<file path="src/rtl/mbx_pkg.sv">
package mbx_pkg;
   localparam int BYTE_W      = 8;
   localparam int ST_OBF_BIT  = 0;
   localparam int ST_IBF_BIT  = 1;
   localparam int ST_CMD_BIT  = 3;

   typedef enum logic [1:0] {
      SQ_IDLE,
      SQ_RD_IDX,
      SQ_WR_IDX,
      SQ_WR_VAL
   } seq_state_t;

   typedef struct packed {
      logic              is_cmd;
      logic [BYTE_W-1:0] val;
   } in_byte_t;
endpackage

</file>
<file path="src/rtl/mbx_bus_decode.sv">
module mbx_bus_decode
   import mbx_pkg::*;
#(
   parameter int HOST_AW  = 3,
   parameter int DATA_OFS = 0,
   parameter int CTL_OFS  = 4
) (
   input  logic [HOST_AW-1:0] host_addr,
   input  logic               host_wr,
   input  logic               host_rd,
   input  logic               obf,
   input  logic               ibf,
   input  logic               cmd_flag,
   input  logic [BYTE_W-1:0]  out_byte,
   output logic               wr_data,
   output logic               wr_ctl,
   output logic               rd_data_port,
   output logic [BYTE_W-1:0]  host_rdata
);
   localparam logic [HOST_AW-1:0] DATA_A = HOST_AW'(DATA_OFS);
   localparam logic [HOST_AW-1:0] CTL_A  = HOST_AW'(CTL_OFS);

   logic [BYTE_W-1:0] status;

   always_comb begin
      status             = '0;
      status[ST_OBF_BIT] = obf;
      status[ST_IBF_BIT] = ibf;
      status[ST_CMD_BIT] = cmd_flag;
   end

   assign wr_data      = host_wr && (host_addr == DATA_A);
   assign wr_ctl       = host_wr && (host_addr == CTL_A);
   assign rd_data_port = host_rd && (host_addr == DATA_A);

   always_comb begin
      if (host_addr == DATA_A)     host_rdata = out_byte;
      else if (host_addr == CTL_A) host_rdata = status;
      else                         host_rdata = '0;
   end
endmodule

</file>
<file path="src/rtl/mbx_in_latch.sv">
module mbx_in_latch
   import mbx_pkg::*;
#(
   parameter int CONSUME_DLY = 3
) (
   input  logic              clk,
   input  logic              rst_n,
   input  logic              wr_data,
   input  logic              wr_ctl,
   input  logic [BYTE_W-1:0] wdata,
   output logic              ibf,
   output logic              cmd_flag,
   output logic              consume,
   output in_byte_t          held
);
   logic accept;
   assign accept = (wr_data || wr_ctl) && !ibf;

   always_ff @(posedge clk) begin
      if (!rst_n) begin
         ibf      <= 1'b0;
         cmd_flag <= 1'b0;
         held     <= '0;
      end else if (accept) begin
         ibf         <= 1'b1;
         cmd_flag    <= wr_ctl;
         held.is_cmd <= wr_ctl;
         held.val    <= wdata;
      end else if (consume) begin
         ibf <= 1'b0;
      end
   end

   generate
      if (CONSUME_DLY == 1) begin : g_no_cnt
         assign consume = ibf;
      end else begin : g_cnt
         localparam int CW = $clog2(CONSUME_DLY);
         logic [CW-1:0] cnt;
         always_ff @(posedge clk) begin
            if (!rst_n)              cnt <= '0;
            else if (accept)         cnt <= CW'(CONSUME_DLY - 1);
            else if (ibf && cnt != 0) cnt <= cnt - 1'b1;
         end
         assign consume = ibf && (cnt == 0);
      end
   endgenerate

   assert_ibf_from_write_R3: assert property (@(posedge clk) disable iff (!rst_n)
      $rose(ibf) |-> $past(wr_data || wr_ctl));
   assert_busy_drop_R3: assert property (@(posedge clk) disable iff (!rst_n)
      (ibf && !consume && (wr_data || wr_ctl)) |=> ($stable(held) && ibf));
   assert_cmd_flag_src_R4: assert property (@(posedge clk) disable iff (!rst_n)
      $rose(cmd_flag) |-> $past(wr_ctl));
endmodule

</file>
<file path="src/rtl/mbx_seq.sv">
module mbx_seq
   import mbx_pkg::*;
#(
   parameter int                REG_AW = 4,
   parameter logic [BYTE_W-1:0] CMD_RD = 8'h80,
   parameter logic [BYTE_W-1:0] CMD_WR = 8'h81
) (
   input  logic              clk,
   input  logic              rst_n,
   input  logic              consume,
   input  in_byte_t          held,
   input  logic              rd_data_port,
   input  logic [BYTE_W-1:0] reg_rdata,
   output logic              reg_rd,
   output logic              reg_wr,
   output logic [REG_AW-1:0] reg_index,
   output logic [BYTE_W-1:0] reg_wdata,
   output logic              obf,
   output logic [BYTE_W-1:0] out_byte
);
   seq_state_t        state;
   logic [REG_AW-1:0] idx_q;
   logic              data_in;

   assign data_in   = consume && !held.is_cmd;
   assign reg_rd    = data_in && (state == SQ_RD_IDX);
   assign reg_wr    = data_in && (state == SQ_WR_VAL);
   assign reg_index = (state == SQ_RD_IDX) ? held.val[REG_AW-1:0] : idx_q;
   assign reg_wdata = held.val;

   always_ff @(posedge clk) begin
      if (!rst_n) begin
         state <= SQ_IDLE;
         idx_q <= '0;
      end else if (consume && held.is_cmd) begin
         if (held.val == CMD_RD)      state <= SQ_RD_IDX;
         else if (held.val == CMD_WR) state <= SQ_WR_IDX;
         else                         state <= SQ_IDLE;
      end else if (data_in) begin
         case (state)
            SQ_WR_IDX: begin
               idx_q <= held.val[REG_AW-1:0];
               state <= SQ_WR_VAL;
            end
            default: state <= SQ_IDLE;
         endcase
      end
   end

   always_ff @(posedge clk) begin
      if (!rst_n) begin
         obf      <= 1'b0;
         out_byte <= '0;
      end else if (reg_rd) begin
         obf      <= 1'b1;
         out_byte <= reg_rdata;
      end else if (rd_data_port) begin
         obf <= 1'b0;
      end
   end

   assert_read_loads_R5: assert property (@(posedge clk) disable iff (!rst_n)
      reg_rd |=> (obf && out_byte == $past(reg_rdata)));
   assert_obf_clear_src_R6: assert property (@(posedge clk) disable iff (!rst_n)
      $fell(obf) |-> $past(rd_data_port));
   assert_strobe_excl_R11: assert property (@(posedge clk) disable iff (!rst_n)
      !(reg_rd && reg_wr));
endmodule

</file>
<file path="src/rtl/mbx_port.sv">
module mbx_port
   import mbx_pkg::*;
#(
   parameter int                HOST_AW     = 3,
   parameter int                DATA_OFS    = 0,
   parameter int                CTL_OFS     = 4,
   parameter int                REG_AW      = 4,
   parameter int                CONSUME_DLY = 3,
   parameter logic [7:0]        CMD_RD      = 8'h80,
   parameter logic [7:0]        CMD_WR      = 8'h81
) (
   input  logic               clk,
   input  logic               rst_n,
   input  logic [HOST_AW-1:0] host_addr,
   input  logic               host_wr,
   input  logic               host_rd,
   input  logic [7:0]         host_wdata,
   output logic [7:0]         host_rdata,
   output logic               reg_rd,
   output logic               reg_wr,
   output logic [REG_AW-1:0]  reg_index,
   output logic [7:0]         reg_wdata,
   input  logic [7:0]         reg_rdata
);
   generate
      if (CONSUME_DLY < 1) begin : g_bad_dly
         $error("CONSUME_DLY must be at least 1");
      end
      if (REG_AW < 1 || REG_AW > BYTE_W) begin : g_bad_aw
         $error("REG_AW must lie in 1..8");
      end
      if (DATA_OFS == CTL_OFS || CTL_OFS >= (1 << HOST_AW)) begin : g_bad_ofs
         $error("port offsets must differ and fit HOST_AW");
      end
   endgenerate

   logic     wr_data, wr_ctl, rd_data_port;
   logic     ibf, cmd_flag, consume, obf;
   in_byte_t held;
   logic [BYTE_W-1:0] out_byte;

   mbx_bus_decode #(.HOST_AW(HOST_AW), .DATA_OFS(DATA_OFS), .CTL_OFS(CTL_OFS)) u_dec (
      .host_addr(host_addr), .host_wr(host_wr), .host_rd(host_rd),
      .obf(obf), .ibf(ibf), .cmd_flag(cmd_flag), .out_byte(out_byte),
      .wr_data(wr_data), .wr_ctl(wr_ctl), .rd_data_port(rd_data_port),
      .host_rdata(host_rdata));

   mbx_in_latch #(.CONSUME_DLY(CONSUME_DLY)) u_in (
      .clk(clk), .rst_n(rst_n), .wr_data(wr_data), .wr_ctl(wr_ctl),
      .wdata(host_wdata), .ibf(ibf), .cmd_flag(cmd_flag),
      .consume(consume), .held(held));

   mbx_seq #(.REG_AW(REG_AW), .CMD_RD(CMD_RD), .CMD_WR(CMD_WR)) u_seq (
      .clk(clk), .rst_n(rst_n), .consume(consume), .held(held),
      .rd_data_port(rd_data_port), .reg_rdata(reg_rdata),
      .reg_rd(reg_rd), .reg_wr(reg_wr), .reg_index(reg_index),
      .reg_wdata(reg_wdata), .obf(obf), .out_byte(out_byte));

   assert_consume_needs_busy_R3: assert property (@(posedge clk) disable iff (!rst_n)
      (reg_rd || reg_wr) |-> ibf);
endmodule

</file>
<file path="config.mk">
export PLATFORM = sky130hd
export DESIGN_NAME = mbx_port
export DESIGN_NICKNAME = d
export VERILOG_FILES = /design/src/rtl/mbx_pkg.sv /design/src/rtl/mbx_bus_decode.sv /design/src/rtl/mbx_in_latch.sv /design/src/rtl/mbx_seq.sv /design/src/rtl/mbx_port.sv
export SDC_FILE = /design/constraint.sdc
export NUM_CORES = 1
export LEC_CHECK = 0
export BUFFER_PORTS_ARGS = -buffer_cell sky130_fd_sc_hd__buf_2
export CAP_MARGIN = 20
export CORE_UTILIZATION = 40
export DETAILED_ROUTE_END_ITERATION = 16
export GPL_TIMING_DRIVEN = 0
export MAX_ROUTING_LAYER = met4
export PLACE_DENSITY = 0.65
export SLEW_MARGIN = 20
export SYNTH_ARGS = -nofsm -noshare
export SYNTH_HDL_FRONTEND = slang
export SYNTH_SLANG_ARGS = --single-unit
</file>
<file path="constraint.sdc">
create_clock -name clk -period 2.7 [get_ports clk]
set_input_delay 0 -clock clk [delete_from_list [all_inputs] [get_ports clk]]
set_output_delay 0 -clock clk [all_outputs]
set_load 0.005 [all_outputs]
</file>
==> results of run 1 <==
==> cells by family after synthesis <==
kind of cell	after synthesis	synth area share (%)
AND/OR/NAND/NOR	67	25.59
XOR/XNOR	1	0.6864
AO/OA/AOI/OAI	17	10.00
buffers and inverters	11	4.314
adder cells (fa/ha/maj)	1	0.9802
multiplexers	20	16.08
flip-flops	27	42.35
==> critical path, cell delays in order (launching register included) <==
cell,delay [ns]
dfxtp_1,0.33
inv_1,0.08
ha_1,0.23
nand2_1,0.11
nor3b_1,0.19
buf_4,0.24
buf_2,0.14
==> path summary, 6_finish.rpt <==
kind                                        from                              to  slack, ns  cells past startpoint
setup / recovery  u_in.g_cnt.cnt[0]$_SDFFE_PP0P_                          reg_rd       1.04                      6
hold / removal                      host_addr[0]       u_in.held[6]$_SDFFE_PN0P_       0.02                      4
setup reg to reg  u_in.g_cnt.cnt[0]$_SDFFE_PP0P_  u_seq.out_byte[1]$_SDFFE_PN0P_       1.24                      6
hold reg to reg   u_seq.out_byte[5]$_SDFFE_PN0P_  u_seq.out_byte[5]$_SDFFE_PN0P_       0.46                      2
==> layout by cell type (no fill, tap or decap), types with 3 or more instances in the layout <==
| cell | instances |
|---|---|
| a21boi_0 | 9 |
| and2_1 | 5 |
| buf_2 | 45 |
| clkbuf_1 | 4 |
| clkbuf_4 | 3 |
| dfxtp_1 | 27 |
| dlygate4sd3_1 | 18 |
| inv_1 | 3 |
| mux2_2 | 4 |
| mux2i_1 | 16 |
| nand2_1 | 43 |
| nor3_1 | 4 |
| o21a_1 | 3 |
==> power groups by stage <==
stage	sequential (W)	clock, W	combinational [W]
after global placement	0.000419	0	0.0000601
after detailed placement	0.000419	0	0.0000620
final	0.000411	0.000179	0.0000819
after floorplan	0.000418	0	0.0000303
after global routing	0.000412	0.000200	0.0000902
after CTS	0.000411	0.000185	0.0000818
==> timing repair <==
item                      in CTS  in global routing
hold buffers                  18                  0
hold endpoints to repair      18                  0
resized for setup              0                  0
==> state kept, by name, summed over array words and instances, names as in the netlist <==
signal	flops
u_in.cmd_flag	1
u_in.g_cnt.cnt	2
u_in.held	8
u_in.ibf	1
u_seq.idx_q	4
u_seq.obf	1
u_seq.out_byte	8
u_seq.state	2
==> layer usage <==
| metal | routed length (um) | GRT usage, % | vias up |
|---|---|---|---|
| met4 | 32 | 6.803 | 0 |
| met2 | 1684 | 35.96 | 24 |
| met5 | 0 | - | - |
| li1 | - | - | 618 |
| met1 | 1391 | 24.08 | 577 |
| met3 | 100 | 2.857 | 5 |
==> through the flow <==
stage                     utilization, %  hold slack [ns]
final                              57.93          0.01765
after global routing               57.93          0.02589
after CTS                          57.93         0.009910
after detailed placement           51.07           0.2540
after global placement             51.07           0.2483
after floorplan                        -          0.03420
==> layout make-up <==
class / instances / area, um2
clock inverters: 1 / 5.005
well taps: 44 / 55.05
flip-flops and latches: 27 / 540.5
multi-input cells: 106 / 680.7
plain buffers: 8 / 43.79
inverters: 3 / 11.26
clock buffers: 3 / 22.52
repair buffers: 61 / 395.4
fillers: 285 / 1274
==> run_results.csv, run 1 <==
group,metric,value,unit
synth,synthesis.instances,144,
sta,setup_slack,1.039,ns
power,switching_power,0.0001665,W
clock_tree,clk_pin_slew_worst_paths,0.15,ns
critical_path,critPathLaunchType,"flop",
sta,hold_violations,0,
finish,drive_gt1_share,27.27,%
power,pwr-share-clk,26.7,%
power,sw_frac_of_total,24.80,%
sta,finalCritPeriodShare,61.51,%
sta,period_needed,1.661,ns
placement,dpl.cell_count,231,
clock_tree,post-cts-setup-buffers,0,
power,p_total,0.0006716,W
clock_tree,cts_tree,"done",
sta,worstMarginPinSlew,0.5334,ns
detailed_routing,drtIter0Drc,35,
synth,synth_cell_types,32,
clock_tree,cts_buffers,3,
sta,setup_tns,0,ns
synth,synth_top_area_cell,"dfxtp_1",
critical_path,worstPathRequired,2.70,ns
power,p_per_area,382.8,mW/mm2
clock_tree,clock_latency,0.33,ns
power,pwr-share-comb,12.2,%
synth,synth.top_cell.area_share,42.35,%
synth,ys_warn_count,0,
sta,relSlewSlack,64.17,%
critical_path,cp-end-kind,"primary output",
synth,synth_area_leaders,"dfxtp_1 42%, nand2_1 13%, mux2i_1 13%",
synth,synth_seq_cells,27,
sta,setup_viol,0,
detailed_routing,drc,0,
power,sequentialPowerShare,61.1,%
clock_tree,clkSinkCount,27,
floorplanning,fp.dieH,58.49,um
detailed_routing,drt_first_pass_iters,4,
floorplanning,start_util,42.15,%
power,ir_drop,0.0002274,V
synth,synth-seq-area-share,42.35,%
synth,ys_top_cells_by_count,"43 x nand2_1, 27 x dfxtp_1, 16 x mux2i_1, 9 x a21boi_0, 5 x and2_1",
grt,grt_antenna_before_repair,0,
synth,syn_area_per_cell,8.863,um2
detailed_routing,vias,1224,
synth,ys.flop_type,"dfxtp_1",
clock_tree,htree_levels,1,
finish,area_growth,37.45,%
finish,final_nets,234,
finish,antenna_cells,0,
detailed_routing,ant_nets,0,
grt,grt_first_pass_wirelength,5168,um
synth,synth-edff-count,0,
floorplanning,ios,45,
placement,gp_congestion,0.8124,
synth,async_reset_ff_share,0,%
grt,grt_pass1_vias,1098,
detailed_routing,wl_per_cell,12.68,um
floorplanning,core,0.003028,mm2
placement,hpwl,2173,um
sta,fmax,602.1,MHz
floorplanning,fp.dieW,58.49,um
floorplanning,rows,20,
run,cap_violations,0,
power,leakagePower,0.7504,nW
synth,synth_area,0.001276,mm2
floorplanning,die_area,0.003421,mm2
placement,portBuffers,43,
finish,finalNonFillerCells,253,
detailed_routing,viasPerCell,4.838,
placement,place_area,0.001546,mm2
sta,finClkSkew,0.004735,ns
clock_tree,clk_root_buffer_cell,"clkbuf_4",
sta,rsz0062_at_grt,"false",
grt,grt.total_usage,20.49,%
clock_tree,cts_buffer_depth,2,
critical_path,arrival,1.66,ns
sta,drv_slew,0,
status,status,"finished clean",
hold_path,hold_path_class,"primary input to flop",
grt,grt_max_degree,16,
finish,final_area,0.001754,mm2
synth,synth.net_count,168,
detailed_routing,routed_wl,3208,um
placement,pre_cts_ws,1.301,ns
critical_path,crit_path_max_fanout,10,
grt,overflow,0,
synth,yosysMostFrequentCell,"nand2_1",
critical_path,worstSetupPathType,"flop to primary output",
power,p_int,0.0005050,W
No activity file was read; power rests on OpenSTA's default activity.
==> run 2: changes to the inputs <==
PLACE_DENSITY = 0.68   (was 0.65)
clock period = 1.5 ns   (was 2.7 ns; I/O delays follow)
==> run 2 against run 1 <==
- critical path depth fell by 3
- largest cell class unchanged
- clock-buffer cell count grew 1
- sequential cell count unchanged
- core utilization up 0.50 points
- worst setup slack lost 0.96 ns
- global-route usage up 0.51 points
==> run_results.csv, run 2 (same netlist as run 1, synthesis figures left out) <==
group,metric,value,unit
finish,antenna_cells,0,
clock_tree,clkSinkCount,27,
sta,period_needed,1.419,ns
finish,final_area,0.001769,mm2
placement,portBuffers,43,
critical_path,arrival,1.42,ns
sta,hold-worst-slack,0.008757,ns
finish,drive_gt1_share,31.10,%
grt,grt_max_degree,15,
detailed_routing,drc,0,
sta,drv_slew,0,
placement,pre_cts_ws,0.03917,ns
finish,fill_cells,279,
clock_tree,clk_pin_slew_worst_paths,0.14,ns
placement,gp_congestion,0.8207,
sta,rsz0062_at_grt,"false",
sta,setup_slack,0.08087,ns
grt,grt_pass1_vias,1178,
detailed_routing,wl_per_cell,12.60,um
finish,final_nets,234,
sta,worstMarginPinSlew,0.5295,ns
clock_tree,cts_buffer_depth,2,
detailed_routing,drtIter0Drc,26,
floorplanning,core,0.003028,mm2
detailed_routing,viasPerCell,4.826,
status,status,"finished clean",
critical_path,reg2reg_slack,0.12,ns
sta,hold_violations,0,
placement,hpwl,2180,um
floorplanning,fp.dieW,58.49,um
sta,finClkSkew,0.002122,ns
grt,grt.total_usage,21.00,%
sta,setup_viol,0,
detailed_routing,vias,1221,
detailed_routing,drt_first_pass_iters,4,
critical_path,worstRegToRegCells,7,
sta,relSlewSlack,64.43,%
power,leakagePower,0.7527,nW
placement,dpl.cell_count,231,
floorplanning,start_util,42.15,%
hold_path,holdPathStages,3,
finish,mostFrequentLayoutCells,"45 x buf_2, 43 x nand2_1, 25 x dfxtp_1, 16 x mux2i_1, 16 x dlygate4sd3_1",
clock_tree,clk_root_buffer_cell,"clkbuf_4",
sta,setup_tns,0,ns
power,ir_drop,0.0004465,V
detailed_routing,routed_wl,3188,um
critical_path,cp-end-kind,"primary output",
critical_path,critPathLaunchType,"flop",
grt,grt_antenna_before_repair,0,
detailed_routing,ant_nets,0,
placement,place_area,0.001546,mm2
clock_tree,htree_levels,1,
clock_tree,clock_latency,0.32,ns
grt,overflow,0,
clock_tree,cts_buffers,3,
critical_path,worstSetupPathType,"flop to primary output",
critical_path,crit_path_max_fanout,5,
clock_tree,cts_tree,"done",
critical_path,worstPathRequired,1.50,ns
run,cap_violations,0,
hold_path,hold_path_class,"primary input to flop",
finish,area_growth,38.63,%
floorplanning,fp.dieH,58.49,um
finish,reg_top3,"u_in.held: 8 flops, u_seq.out_byte: 8 flops, u_seq.idx_q: 4 flops",
floorplanning,ios,45,
finish,final_common_cell,"buf_2",
floorplanning,die_area,0.003421,mm2
floorplanning,rows,20,
power,p_per_area,674.5,mW/mm2
sta,fmax,704.7,MHz
finish,finalNonFillerCells,253,
grt,grt_first_pass_wirelength,5278,um
sta,finalCritPeriodShare,94.61,%
## run 2: cell count changes in the layout (fill, tap and decap cells not counted), moves of 2 or more
| cell | before | now |
|---|---|---|
| dlygate4sd3_1 | 18 | 16 |
| dfxtp_1 | 27 | 25 |
| inv_2 | 0 | 2 |
| dfxtp_2 | 0 | 2 |
| inv_1 | 3 | 1 |
| buf_4 | 1 | 3 |
## run 2: report_power, final
part,switching [W],internal (W)
logic,0.0000666,0.0000798
registers,0.0000113,0.000728
clock network,0.000204,0.000104
## run 2: final timing paths
check                                       from                        endpoint
setup reg to reg  u_in.g_cnt.cnt[1]$_SDFFE_PN0P_  u_seq.out_byte[0]$_SDFFE_PN0P_
hold reg to reg   u_seq.out_byte[3]$_SDFFE_PN0P_  u_seq.out_byte[3]$_SDFFE_PN0P_
setup / recovery     u_seq.state[1]$_SDFFE_PN0P_                    reg_index[3]
hold / removal                      host_addr[2]      u_in.cmd_flag$_SDFFE_PN0P_
## run 2: what timing repair did
item,CTS,global route
gates resized for setup,4,4
endpoints found under the setup margin,5,12
endpoints found under the hold margin,16,0
pin swaps,0,1
gates cloned,0,0
hold buffers,16,0
setup buffers,2,0
## run 2: stage by stage
step	power [W]	util, %
after detailed placement	0.0008643	51.07
after global routing	0.001254	58.43
final	0.001193	58.43
after global placement	0.0008606	51.07
after floorplan	0.0008071	-
after CTS	0.001204	58.35
## run 2: layout make-up
cell class | instances | area (um2) | share of cell area (%)
well taps | 44 | 55.05 | 3.112
repair buffers | 61 | 390.4 | 22.07
clock buffers | 4 | 26.28 | 1.485
plain buffers | 8 | 43.79 | 2.475
flip-flops and latches | 27 | 543.0 | 30.69
inverters | 3 | 11.26 | 0.6365
multi-input cells | 106 | 699.4 | 39.53
## run 2: layer usage
metal  track usage [%]  wire length (um)  vias up  share of wire (%)
li1                  -                 -      616                  -
met1             25.00              1401      570                 44
met2             34.98              1607       29                 50
met3             3.077               123        6                3.9
met4             9.864                57        0                1.8
met5                 -                 0        -                  0
## run 2: worst max-delay path: stages, from the launching register on
cell and delay [ns]:
dfxtp_2 0.36, and2b_2 0.27, mux2_2 0.34, buf_2 0.13
